`src/rtl/vat_pkg.sv`:
```
package vat_pkg;

    typedef enum logic [2:0] {
        EXC_NONE   = 3'd0,
        EXC_ADDR   = 3'd1,
        EXC_PAGE   = 3'd2,
        EXC_RDONLY = 3'd3,
        EXC_BUS    = 3'd4
    } exc_e;

    typedef struct packed {
        logic valid;
        logic rdonly;
        logic touched;
        logic dirty;
    } ent_flags_t;

    // size code: 0 byte, 1 half, 2/3 word
    function automatic logic misaligned(logic [1:0] size, logic [1:0] lo);
        case (size)
            2'd0:    return 1'b0;
            2'd1:    return lo[0];
            default: return |lo;
        endcase
    endfunction

    // fixed priority: alignment, mapping, protection, frame range
    function automatic exc_e classify(logic misal, logic oob, logic hit,
                                      logic rdonly, logic write, logic frame_bad);
        if (misal)                 return EXC_ADDR;
        else if (oob)              return EXC_ADDR;
        else if (!hit)             return EXC_PAGE;
        else if (rdonly && write)  return EXC_RDONLY;
        else if (frame_bad)        return EXC_BUS;
        else                       return EXC_NONE;
    endfunction

endpackage

```
`src/rtl/vat_align_check.sv`:
```
module vat_align_check
    import vat_pkg::*;
(
    input  logic [1:0] size,
    input  logic [1:0] addr_lo,
    output logic       misal
);
    always_comb misal = misaligned(size, addr_lo);
endmodule

```
`src/rtl/vat_pt_store.sv`:
```
module vat_pt_store
    import vat_pkg::*;
#(
    parameter int ENTRIES = 32,
    parameter int VPN_W   = 25,
    parameter int FRM_W   = 6,
    parameter int IDX_W   = 5
) (
    input  logic             clk,
    input  logic             rst,
    input  logic             wr_en,
    input  logic [IDX_W-1:0] wr_idx,
    input  logic [VPN_W-1:0] wr_vpn,
    input  logic [FRM_W-1:0] wr_frame,
    input  ent_flags_t       wr_flags,
    input  logic [VPN_W-1:0] lk_vpn,
    output logic             lk_hit,
    output logic             lk_oob,
    output logic [IDX_W-1:0] lk_idx,
    output logic [FRM_W-1:0] lk_frame,
    output logic             lk_rdonly,
    input  logic             mk_en,
    input  logic [IDX_W-1:0] mk_idx,
    input  logic             mk_dirty,
    input  logic [IDX_W-1:0] rd_idx,
    output logic [VPN_W-1:0] rd_vpn,
    output logic [FRM_W-1:0] rd_frame,
    output ent_flags_t       rd_flags
);
    localparam logic [VPN_W-1:0] LIMIT = VPN_W'(ENTRIES);

    logic [VPN_W-1:0] vpn_q   [ENTRIES];
    logic [FRM_W-1:0] frame_q [ENTRIES];
    ent_flags_t       flags_q [ENTRIES];

    for (genvar g = 0; g < ENTRIES; g++) begin : g_ent
        always_ff @(posedge clk) begin
            if (rst) begin
                vpn_q[g]   <= '0;
                frame_q[g] <= '0;
                flags_q[g] <= '0;
            end else if (wr_en && wr_idx == IDX_W'(g)) begin
                vpn_q[g]   <= wr_vpn;
                frame_q[g] <= wr_frame;
                flags_q[g] <= wr_flags;
            end else if (mk_en && mk_idx == IDX_W'(g)) begin
                flags_q[g].touched <= 1'b1;
                if (mk_dirty) flags_q[g].dirty <= 1'b1;
            end
        end
    end

    always_comb begin
        lk_oob    = (lk_vpn >= LIMIT);
        lk_idx    = lk_vpn[IDX_W-1:0];
        lk_hit    = !lk_oob && flags_q[lk_idx].valid;
        lk_frame  = frame_q[lk_idx];
        lk_rdonly = flags_q[lk_idx].rdonly;
        rd_vpn    = vpn_q[rd_idx];
        rd_frame  = frame_q[rd_idx];
        rd_flags  = flags_q[rd_idx];
    end
endmodule

```
`src/rtl/vat_tlb_store.sv`:
```
module vat_tlb_store
    import vat_pkg::*;
#(
    parameter int ENTRIES = 4,
    parameter int VPN_W   = 25,
    parameter int FRM_W   = 6,
    parameter int IDX_W   = 2
) (
    input  logic             clk,
    input  logic             rst,
    input  logic             wr_en,
    input  logic [IDX_W-1:0] wr_idx,
    input  logic [VPN_W-1:0] wr_vpn,
    input  logic [FRM_W-1:0] wr_frame,
    input  ent_flags_t       wr_flags,
    input  logic [VPN_W-1:0] lk_vpn,
    output logic             lk_hit,
    output logic             lk_oob,
    output logic [IDX_W-1:0] lk_idx,
    output logic [FRM_W-1:0] lk_frame,
    output logic             lk_rdonly,
    input  logic             mk_en,
    input  logic [IDX_W-1:0] mk_idx,
    input  logic             mk_dirty,
    input  logic [IDX_W-1:0] rd_idx,
    output logic [VPN_W-1:0] rd_vpn,
    output logic [FRM_W-1:0] rd_frame,
    output ent_flags_t       rd_flags
);
    logic [VPN_W-1:0] vpn_q   [ENTRIES];
    logic [FRM_W-1:0] frame_q [ENTRIES];
    ent_flags_t       flags_q [ENTRIES];

    for (genvar g = 0; g < ENTRIES; g++) begin : g_ent
        always_ff @(posedge clk) begin
            if (rst) begin
                vpn_q[g]   <= '0;
                frame_q[g] <= '0;
                flags_q[g] <= '0;
            end else if (wr_en && wr_idx == IDX_W'(g)) begin
                vpn_q[g]   <= wr_vpn;
                frame_q[g] <= wr_frame;
                flags_q[g] <= wr_flags;
            end else if (mk_en && mk_idx == IDX_W'(g)) begin
                flags_q[g].touched <= 1'b1;
                if (mk_dirty) flags_q[g].dirty <= 1'b1;
            end
        end
    end

    // scan downwards so the lowest matching index is the last one written
    always_comb begin
        lk_hit = 1'b0;
        lk_idx = '0;
        for (int i = ENTRIES - 1; i >= 0; i--) begin
            if (flags_q[i].valid && vpn_q[i] == lk_vpn) begin
                lk_hit = 1'b1;
                lk_idx = IDX_W'(i);
            end
        end
        lk_oob    = 1'b0;
        lk_frame  = frame_q[lk_idx];
        lk_rdonly = flags_q[lk_idx].rdonly;
        rd_vpn    = vpn_q[rd_idx];
        rd_frame  = frame_q[rd_idx];
        rd_flags  = flags_q[rd_idx];
    end
endmodule

```
`src/rtl/vat_unit.sv`:
```
module vat_unit
    import vat_pkg::*;
#(
    parameter int ADDR_W      = 32,
    parameter int PAGE_BYTES  = 128,
    parameter int USE_TLB     = 0,
    parameter int TLB_ENTRIES = 4,
    parameter int PT_ENTRIES  = 32,
    parameter int PHYS_PAGES  = 32,
    localparam int OFF_W   = $clog2(PAGE_BYTES),
    localparam int VPN_W   = ADDR_W - OFF_W,
    localparam int FRM_W   = $clog2(PHYS_PAGES) + 1,
    localparam int PA_W    = OFF_W + FRM_W - 1,
    localparam int NUM_ENT = (USE_TLB != 0) ? TLB_ENTRIES : PT_ENTRIES,
    localparam int IDX_W   = $clog2(NUM_ENT)
) (
    input  logic              clk,
    input  logic              rst,
    input  logic              req_valid,
    output logic              req_ready,
    input  logic [ADDR_W-1:0] req_vaddr,
    input  logic [1:0]        req_size,
    input  logic              req_write,
    output logic              rsp_valid,
    input  logic              rsp_ready,
    output logic [2:0]        rsp_exc,
    output logic [PA_W-1:0]   rsp_paddr,
    output logic [ADDR_W-1:0] rsp_vaddr,
    input  logic              ent_we,
    input  logic [IDX_W-1:0]  ent_idx,
    input  logic [VPN_W-1:0]  ent_vpage,
    input  logic [FRM_W-1:0]  ent_frame,
    input  logic              ent_valid,
    input  logic              ent_rdonly,
    input  logic              ent_touched,
    input  logic              ent_dirty,
    input  logic [IDX_W-1:0]  rd_idx,
    output logic [VPN_W-1:0]  rd_vpage,
    output logic [FRM_W-1:0]  rd_frame,
    output logic              rd_valid,
    output logic              rd_rdonly,
    output logic              rd_touched,
    output logic              rd_dirty
);
    localparam logic [FRM_W-1:0] FRAME_LIMIT = FRM_W'(PHYS_PAGES);

    logic             accept;
    logic             misal;
    logic [VPN_W-1:0] vpn;
    logic [OFF_W-1:0] offset;
    logic             lk_hit, lk_oob, lk_rdonly;
    logic [IDX_W-1:0] lk_idx;
    logic [FRM_W-1:0] lk_frame;
    exc_e             exc;
    logic             mk_en;
    ent_flags_t       wr_flags, rd_flags;
    logic [PA_W-1:0]  paddr;

    assign req_ready = !rsp_valid || rsp_ready;
    assign accept    = req_valid && req_ready;
    assign vpn       = req_vaddr[ADDR_W-1:OFF_W];
    assign offset    = req_vaddr[OFF_W-1:0];
    assign wr_flags  = '{valid: ent_valid, rdonly: ent_rdonly,
                         touched: ent_touched, dirty: ent_dirty};

    vat_align_check i_align (
        .size    (req_size),
        .addr_lo (req_vaddr[1:0]),
        .misal   (misal)
    );

    if (USE_TLB != 0) begin : g_tlb
        vat_tlb_store #(
            .ENTRIES(NUM_ENT), .VPN_W(VPN_W), .FRM_W(FRM_W), .IDX_W(IDX_W)
        ) i_store (
            .clk(clk), .rst(rst),
            .wr_en(ent_we), .wr_idx(ent_idx), .wr_vpn(ent_vpage),
            .wr_frame(ent_frame), .wr_flags(wr_flags),
            .lk_vpn(vpn), .lk_hit(lk_hit), .lk_oob(lk_oob), .lk_idx(lk_idx),
            .lk_frame(lk_frame), .lk_rdonly(lk_rdonly),
            .mk_en(mk_en), .mk_idx(lk_idx), .mk_dirty(req_write),
            .rd_idx(rd_idx), .rd_vpn(rd_vpage), .rd_frame(rd_frame),
            .rd_flags(rd_flags)
        );
    end else begin : g_pt
        vat_pt_store #(
            .ENTRIES(NUM_ENT), .VPN_W(VPN_W), .FRM_W(FRM_W), .IDX_W(IDX_W)
        ) i_store (
            .clk(clk), .rst(rst),
            .wr_en(ent_we), .wr_idx(ent_idx), .wr_vpn(ent_vpage),
            .wr_frame(ent_frame), .wr_flags(wr_flags),
            .lk_vpn(vpn), .lk_hit(lk_hit), .lk_oob(lk_oob), .lk_idx(lk_idx),
            .lk_frame(lk_frame), .lk_rdonly(lk_rdonly),
            .mk_en(mk_en), .mk_idx(lk_idx), .mk_dirty(req_write),
            .rd_idx(rd_idx), .rd_vpn(rd_vpage), .rd_frame(rd_frame),
            .rd_flags(rd_flags)
        );
    end

    always_comb begin
        exc   = classify(misal, lk_oob, lk_hit, lk_rdonly, req_write,
                         lk_frame >= FRAME_LIMIT);
        mk_en = accept && (exc == EXC_NONE);
        paddr = {lk_frame[FRM_W-2:0], offset};
    end

    assign rd_valid   = rd_flags.valid;
    assign rd_rdonly  = rd_flags.rdonly;
    assign rd_touched = rd_flags.touched;
    assign rd_dirty   = rd_flags.dirty;

    always_ff @(posedge clk) begin
        if (rst) begin
            rsp_valid <= 1'b0;
            rsp_exc   <= EXC_NONE;
            rsp_paddr <= '0;
            rsp_vaddr <= '0;
        end else if (accept) begin
            rsp_valid <= 1'b1;
            rsp_exc   <= exc;
            rsp_paddr <= (exc == EXC_NONE) ? paddr : '0;
            rsp_vaddr <= req_vaddr;
        end else if (rsp_ready) begin
            rsp_valid <= 1'b0;
        end
    end
endmodule

```
`config.mk`:
```
export PLATFORM = sky130hd
export DESIGN_NAME = vat_unit
export DESIGN_NICKNAME = d
export VERILOG_FILES = /design/src/rtl/vat_pkg.sv /design/src/rtl/vat_align_check.sv /design/src/rtl/vat_pt_store.sv /design/src/rtl/vat_tlb_store.sv /design/src/rtl/vat_unit.sv
export SDC_FILE = /design/constraint.sdc
export NUM_CORES = 2
export LEC_CHECK = 0
export BUFFER_PORTS_ARGS = -buffer_cell sky130_fd_sc_hd__buf_4
export CORE_ASPECT_RATIO = 1.4
export CORE_MARGIN = 2
export CORE_UTILIZATION = 44
export CTS_CLUSTER_SIZE = 20
export DETAILED_ROUTE_END_ITERATION = 8
export GPL_TIMING_DRIVEN = 1
export PLACE_DENSITY = 0.64
export SLEW_MARGIN = 10
export SYNTH_ARGS = -nofsm -noshare
export SYNTH_HDL_FRONTEND = slang
export SYNTH_SLANG_ARGS = --single-unit
```
`constraint.sdc`:
```
create_clock -name clk -period 3.7 [get_ports clk]
set_input_delay 0.185 -clock clk [delete_from_list [all_inputs] [get_ports clk]]
set_output_delay 0.185 -clock clk [all_outputs]
set_load 0.005 [all_outputs]
```
* After elaboration in Yosys (flattened, before gate mapping) *
Memories as Yosys holds them, arrays and structs flattened.
Cells that the tools add are included.
W data, S select, Z words.

cells by class
  reductions and logical operators = 77
  bitwise logic cells = 160
  eq/ne operators = 63
  multiplexer cells = 524
  $lt $le $gt $ge = 2

operators by type and width
  operator               count
  $mux W25               32
  $mux W1                421
  $mux W6                32
  $eq A5 B5 Y1 const B   32
  $or A1 B1 Y1           160
  $mux W4                32
  $eq A5 B4 Y1 const B   16
  $logic_and A1 B1 Y1    68
  $eq A5 B3 Y1 const B   8
  $ge A25 B6 Y1 const B  1
  $eq A5 B2 Y1 const B   4
  $mux W3                5
  $mux W12               1
  $eq A5 B1 Y1 const B   2
  $logic_not A5 Y1       2
  $ge A6 B6 Y1 const B   1
  $logic_not A3 Y1       1
  $eq A2 B1 Y1 const B   1
  $logic_not A1 Y1       2
  $logic_not A2 Y1       1
  $pmux W1 S2            1
  $reduce_bool A2 Y1     1
  $reduce_or A2 Y1       1
  $logic_or A1 B1 Y1     1

storage, ports and cells
  logic and storage cells = 833
  memories kept = 3
  input port bits = 85
  RAM bits = 1120
  bits in registers = 48
  output and inout bits = 84

memory list
  memory                words  width  read ports  clocked after Yosys merged registers in  wr ports  RTL line            text
  g_pt.i_store.vpn_q    32     25     1           0                                        32        vat_pt_store.sv:32  logic [VPN_W-1:0] vpn_q [ENTRIES];
  g_pt.i_store.frame_q  32     6      2           0                                        32        vat_pt_store.sv:33  logic [FRM_W-1:0] frame_q [ENTRIES];
  g_pt.i_store.flags_q  32     4      2           0                                        32        vat_pt_store.sv:34  ent_flags_t flags_q [ENTRIES];

* Logic depth before layout (Yosys ltp) *
An unclocked memory read counts as a cell.

  word-level depth = 15
  depth in mapped cells = 11
  gate-level depth less buffers = 6

* Modules after synthesis *
Synthesis repeated with hierarchy kept, for this count alone.

second synthesis, totals
  cell total of the unflattened synthesis = 3705
  area total of the unflattened synthesis = 56704.4 µm²

by module, submodules not included
  module           seq. area each (µm²)  area each (µm²)  times used  cells each
  vat_pt_store     33632.3               54802.6          1           3491
  vat_unit         960.9                 1889.3           1           211
  vat_align_check  0.0                   12.5             1           3

* Worst setup path after synthesis *
No wires, ideal clock.

  kind = in2out
  start = input rd_idx[0]
  end = output rd_frame[0]
  path slack = 0.977 ns
  required time = 3.515 ns
  data arrival time = 2.538 ns
  path buffers = 3
  cell stages on the path = 6
  cells stage by stage = clkbuf_1 > clkbuf_1 > buf_1 > mux4_2 > mux4_2 > mux2_2

between the ends
  cells in the longest elaborated chain, start to end = 1

RTL lines
  element         RTL line        text
  from (decl)     vat_unit.sv:37  input logic [IDX_W-1:0] rd_idx,
  $mem_v2 Z32 W6  -
  to (decl)       vat_unit.sv:39  output logic [FRM_W-1:0] rd_frame,

Every way passes these cells.

==> results.sh <==
export IMPL_synth_mux_area_frac=0.175
export IMPL_synth_main_ff_cell="edfxtp_1"
export IMPL_fp_dieW_um=306
export IMPL_cts_hold_fix_buffers=69
export IMPL_synthTopCellsByArea="edfxtp_1 60%, mux4_2 16%, and2_1 8.9%"
export IMPL_relSlewSlack=-0.0378
export IMPL_min_from="req_size[0]"
export IMPL_violations="slew limit"
export IMPL_hold_class="in2reg"
export IMPL_dp_slack_ns=0.166
export IMPL_cp_data_arrival_time_ns=3.81
export IMPL_grt_use_met2=0.470
export IMPL_cap_violations=0
export IMPL_synthArstFlopShare=0
export IMPL_synth_seq_cells=1168
export IMPL_synth_common_cells="1120 x edfxtp_1, 798 x and2_1, 392 x mux4_2"
export IMPL_synth_cells=3689
export IMPL_syn_to_final_growth_pct=14.5
export IMPL_fin_skew_ns=0.0180
export IMPL_crit_path_start="req_vaddr[8]"
export IMPL_startpoint_type="input port"
export IMPL_status="finished, violations left"
export IMPL_p_leak_uw=0.0229
export IMPL_route_detailed_drc=0
export IMPL_drive_above_1_share=0.265
export IMPL_synth_top_family_by_area="multiplexers"
export IMPL_met3_usage=0.0460
export IMPL_crit_required_ns=4.09
export IMPL_synth_edf_count=1120
export IMPL_first_global_vias=35300
export IMPL_total_power_uw=30300
export IMPL_core_mm2=0.127
export IMPL_yosysTopAreaCell="edfxtp_1"
export IMPL_die_h_um=427
export IMPL_grt_max_degree=265
export IMPL_globalRoute_busiestLayer="met2"
export IMPL_hold_viol_final=0
export IMPL_grt_ovfl_total=0
export IMPL_htree_levels=3
export IMPL_clockBufferDepth=3
export IMPL_grt_pass1_wl_um=259000
export IMPL_finalSetupViolCount=0
export IMPL_grt_antenna_before_repair=25
export IMPL_die_area_mm2=0.130
export IMPL_worstSetupEndpointType="flip-flop"
export IMPL_start_util=0.442
export IMPL_yosysSeqAreaShare=0.616
export IMPL_rsz0062_at_grt="no"
export IMPL_cts_made_buffers=111
export IMPL_synth_cell_type_count=53
export IMPL_place_gp_congestion=0.879
export IMPL_ant_nets=0
export IMPL_synth_xor_area_frac=0
export IMPL_final_cells=5546
export IMPL_root_buffer="clkbuf_16"
export IMPL_path_class="in2reg"
export IMPL_nets=3880
export IMPL_grt_usage=0.281
export IMPL_wl_um=183000
export IMPL_reg2reg_from="g_pt.i_store.flags_q[22][2]"
export IMPL_postSynthAreaPerCell_um2=15.2
export IMPL_setup_slack_ns=0.286
export IMPL_cts_tree="yes"
export IMPL_synthAdderAreaFrac=0
export IMPL_cp_max_fo=46
export IMPL_dr_pass1_iters=7
export IMPL_timing_fmax_ghz=0.293
export IMPL_io_pins=169
export IMPL_viasPerCell=6.31
export IMPL_insertion_delay_ns=0.74
export IMPL_cts_post_setup_buffers_inserted=0
export IMPL_wire_per_inst_um=33.0
export IMPL_fin_crit_ns=3.41
export IMPL_p_per_area_mw_per_mm2=472
export IMPL_dpl_hpwl_um=107000
export IMPL_yosys_area_share_simple=0.143
export IMPL_worst_pin_slew_ns=1.56
export IMPL_use_met1=0.352
export IMPL_synth_area_mm2=0.0561
export IMPL_portBuffers=168
export IMPL_clk_pin_slew_ns=0.06
export IMPL_tns_ns=0
export IMPL_maxSlewViolCount=103
export IMPL_drtIter0Drc=4786
export IMPL_yosysWarnings=0
export IMPL_dp_cells=5261
export IMPL_numClockSinks=1168
export IMPL_row_count=155
export IMPL_synthesis_nets=3774
export IMPL_ir_worst_vdd_mv=0.356
export IMPL_synth_top_area_frac=0.599
export IMPL_synth_compound_area_frac=0.0362
export IMPL_cts_resized=0
export IMPL_num_vias=35000
export IMPL_yosys_cell_count_top_type="edfxtp_1"
export IMPL_fin_crit_sh=0.923
[path summary, 6_finish.rpt]
kind	to	slack (ns)	cells past startpoint
worst max-delay path	g_pt.i_store.flags_q[11][0]	0.29	9
worst min-delay path	rsp_exc[0]	0.09	5
worst max register to register	g_pt.i_store.flags_q[11][0]	0.61	6
worst min register to register	rsp_vaddr[26]	0.46	2
[sequential cells by signal (all words and copies together) (netlist names)]
| register | cells |
|---|---|
| rsp_exc | 3 |
| rsp_valid | 1 |
| g_pt.i_store.vpn_q | 800 |
| rsp_vaddr | 32 |
| rsp_paddr | 12 |
| g_pt.i_store.frame_q | 192 |
| g_pt.i_store.flags_q | 128 |
[area by class of cell]
| type | count | area (um^2) |
|---|---|---|
| Clock buffer | 131 | 2900 |
| Sequential cell | 1168 | 34600 |
| Tap cell | 1648 | 2060 |
| Antenna cell | 10 | 25.0 |
| Fill cell | 10400 | 62800 |
| Timing Repair Buffer | 385 | 3680 |
| Inverter | 22 | 82.6 |
| Clock inverter | 75 | 734 |
| Multi-Input combinational cell | 2107 | 20200 |
[cells by family (layout without fill, tap and decap cells)]
family	count (synthesis)	after routing
AOI/OAI and AO/OA	263	263
buffers and inverters	414	613
other	0	10
muxes	483	483
and+or+nand+nor	1361	1361
DFF	1168	1168
[through the flow]
stage                     hold slack [ns]   util  cell area (um^2)
after global routing                0.107  0.506             64200
after CTS                          0.0525  0.506             64200
final                              0.0910  0.506             64200
after floorplan                     0.311      -             56100
after detailed placement            0.411  0.472             59900
after global placement              0.406  0.472             59900
[layer usage]
| metal | share of wire | wire, um |
|---|---|---|
| met3 | 0.093 | 17000 |
| met5 | 0.00044 | 81 |
| met4 | 0.058 | 10600 |
| met2 | 0.49 | 90100 |
| met1 | 0.36 | 65400 |
[power by group]
part	internal (uW)	switching [uW]
registers	15200	232
logic	1340	1880
clock network	6500	5180
total	23000	7300
[layout by cell type (no fill, tap or decap), types with 33 or more instances in the layout]
cell type / n
buf_12: 48
edfxtp_1: 1120
and2_1: 798
a21oi_1: 55
buf_4: 265
clkbuf_16: 113
nand2_1: 129
a22o_1: 59
dlygate4sd3_1: 69
dfxtp_1: 48
nor2_4: 33
and3_1: 265
nor2_1: 45
mux4_2: 392
mux2_2: 59
[critical path, cell delays in order]
cell	delay (ns)
dlygate4sd3_1	0.53
buf_4	0.42
buf_4	0.42
mux2_2	0.37
nand3_1	0.09
nand3_1	0.12
o221a_4	0.34
or2_2	0.67
o41ai_1	0.56
Power figures use the tool's default switching activity.
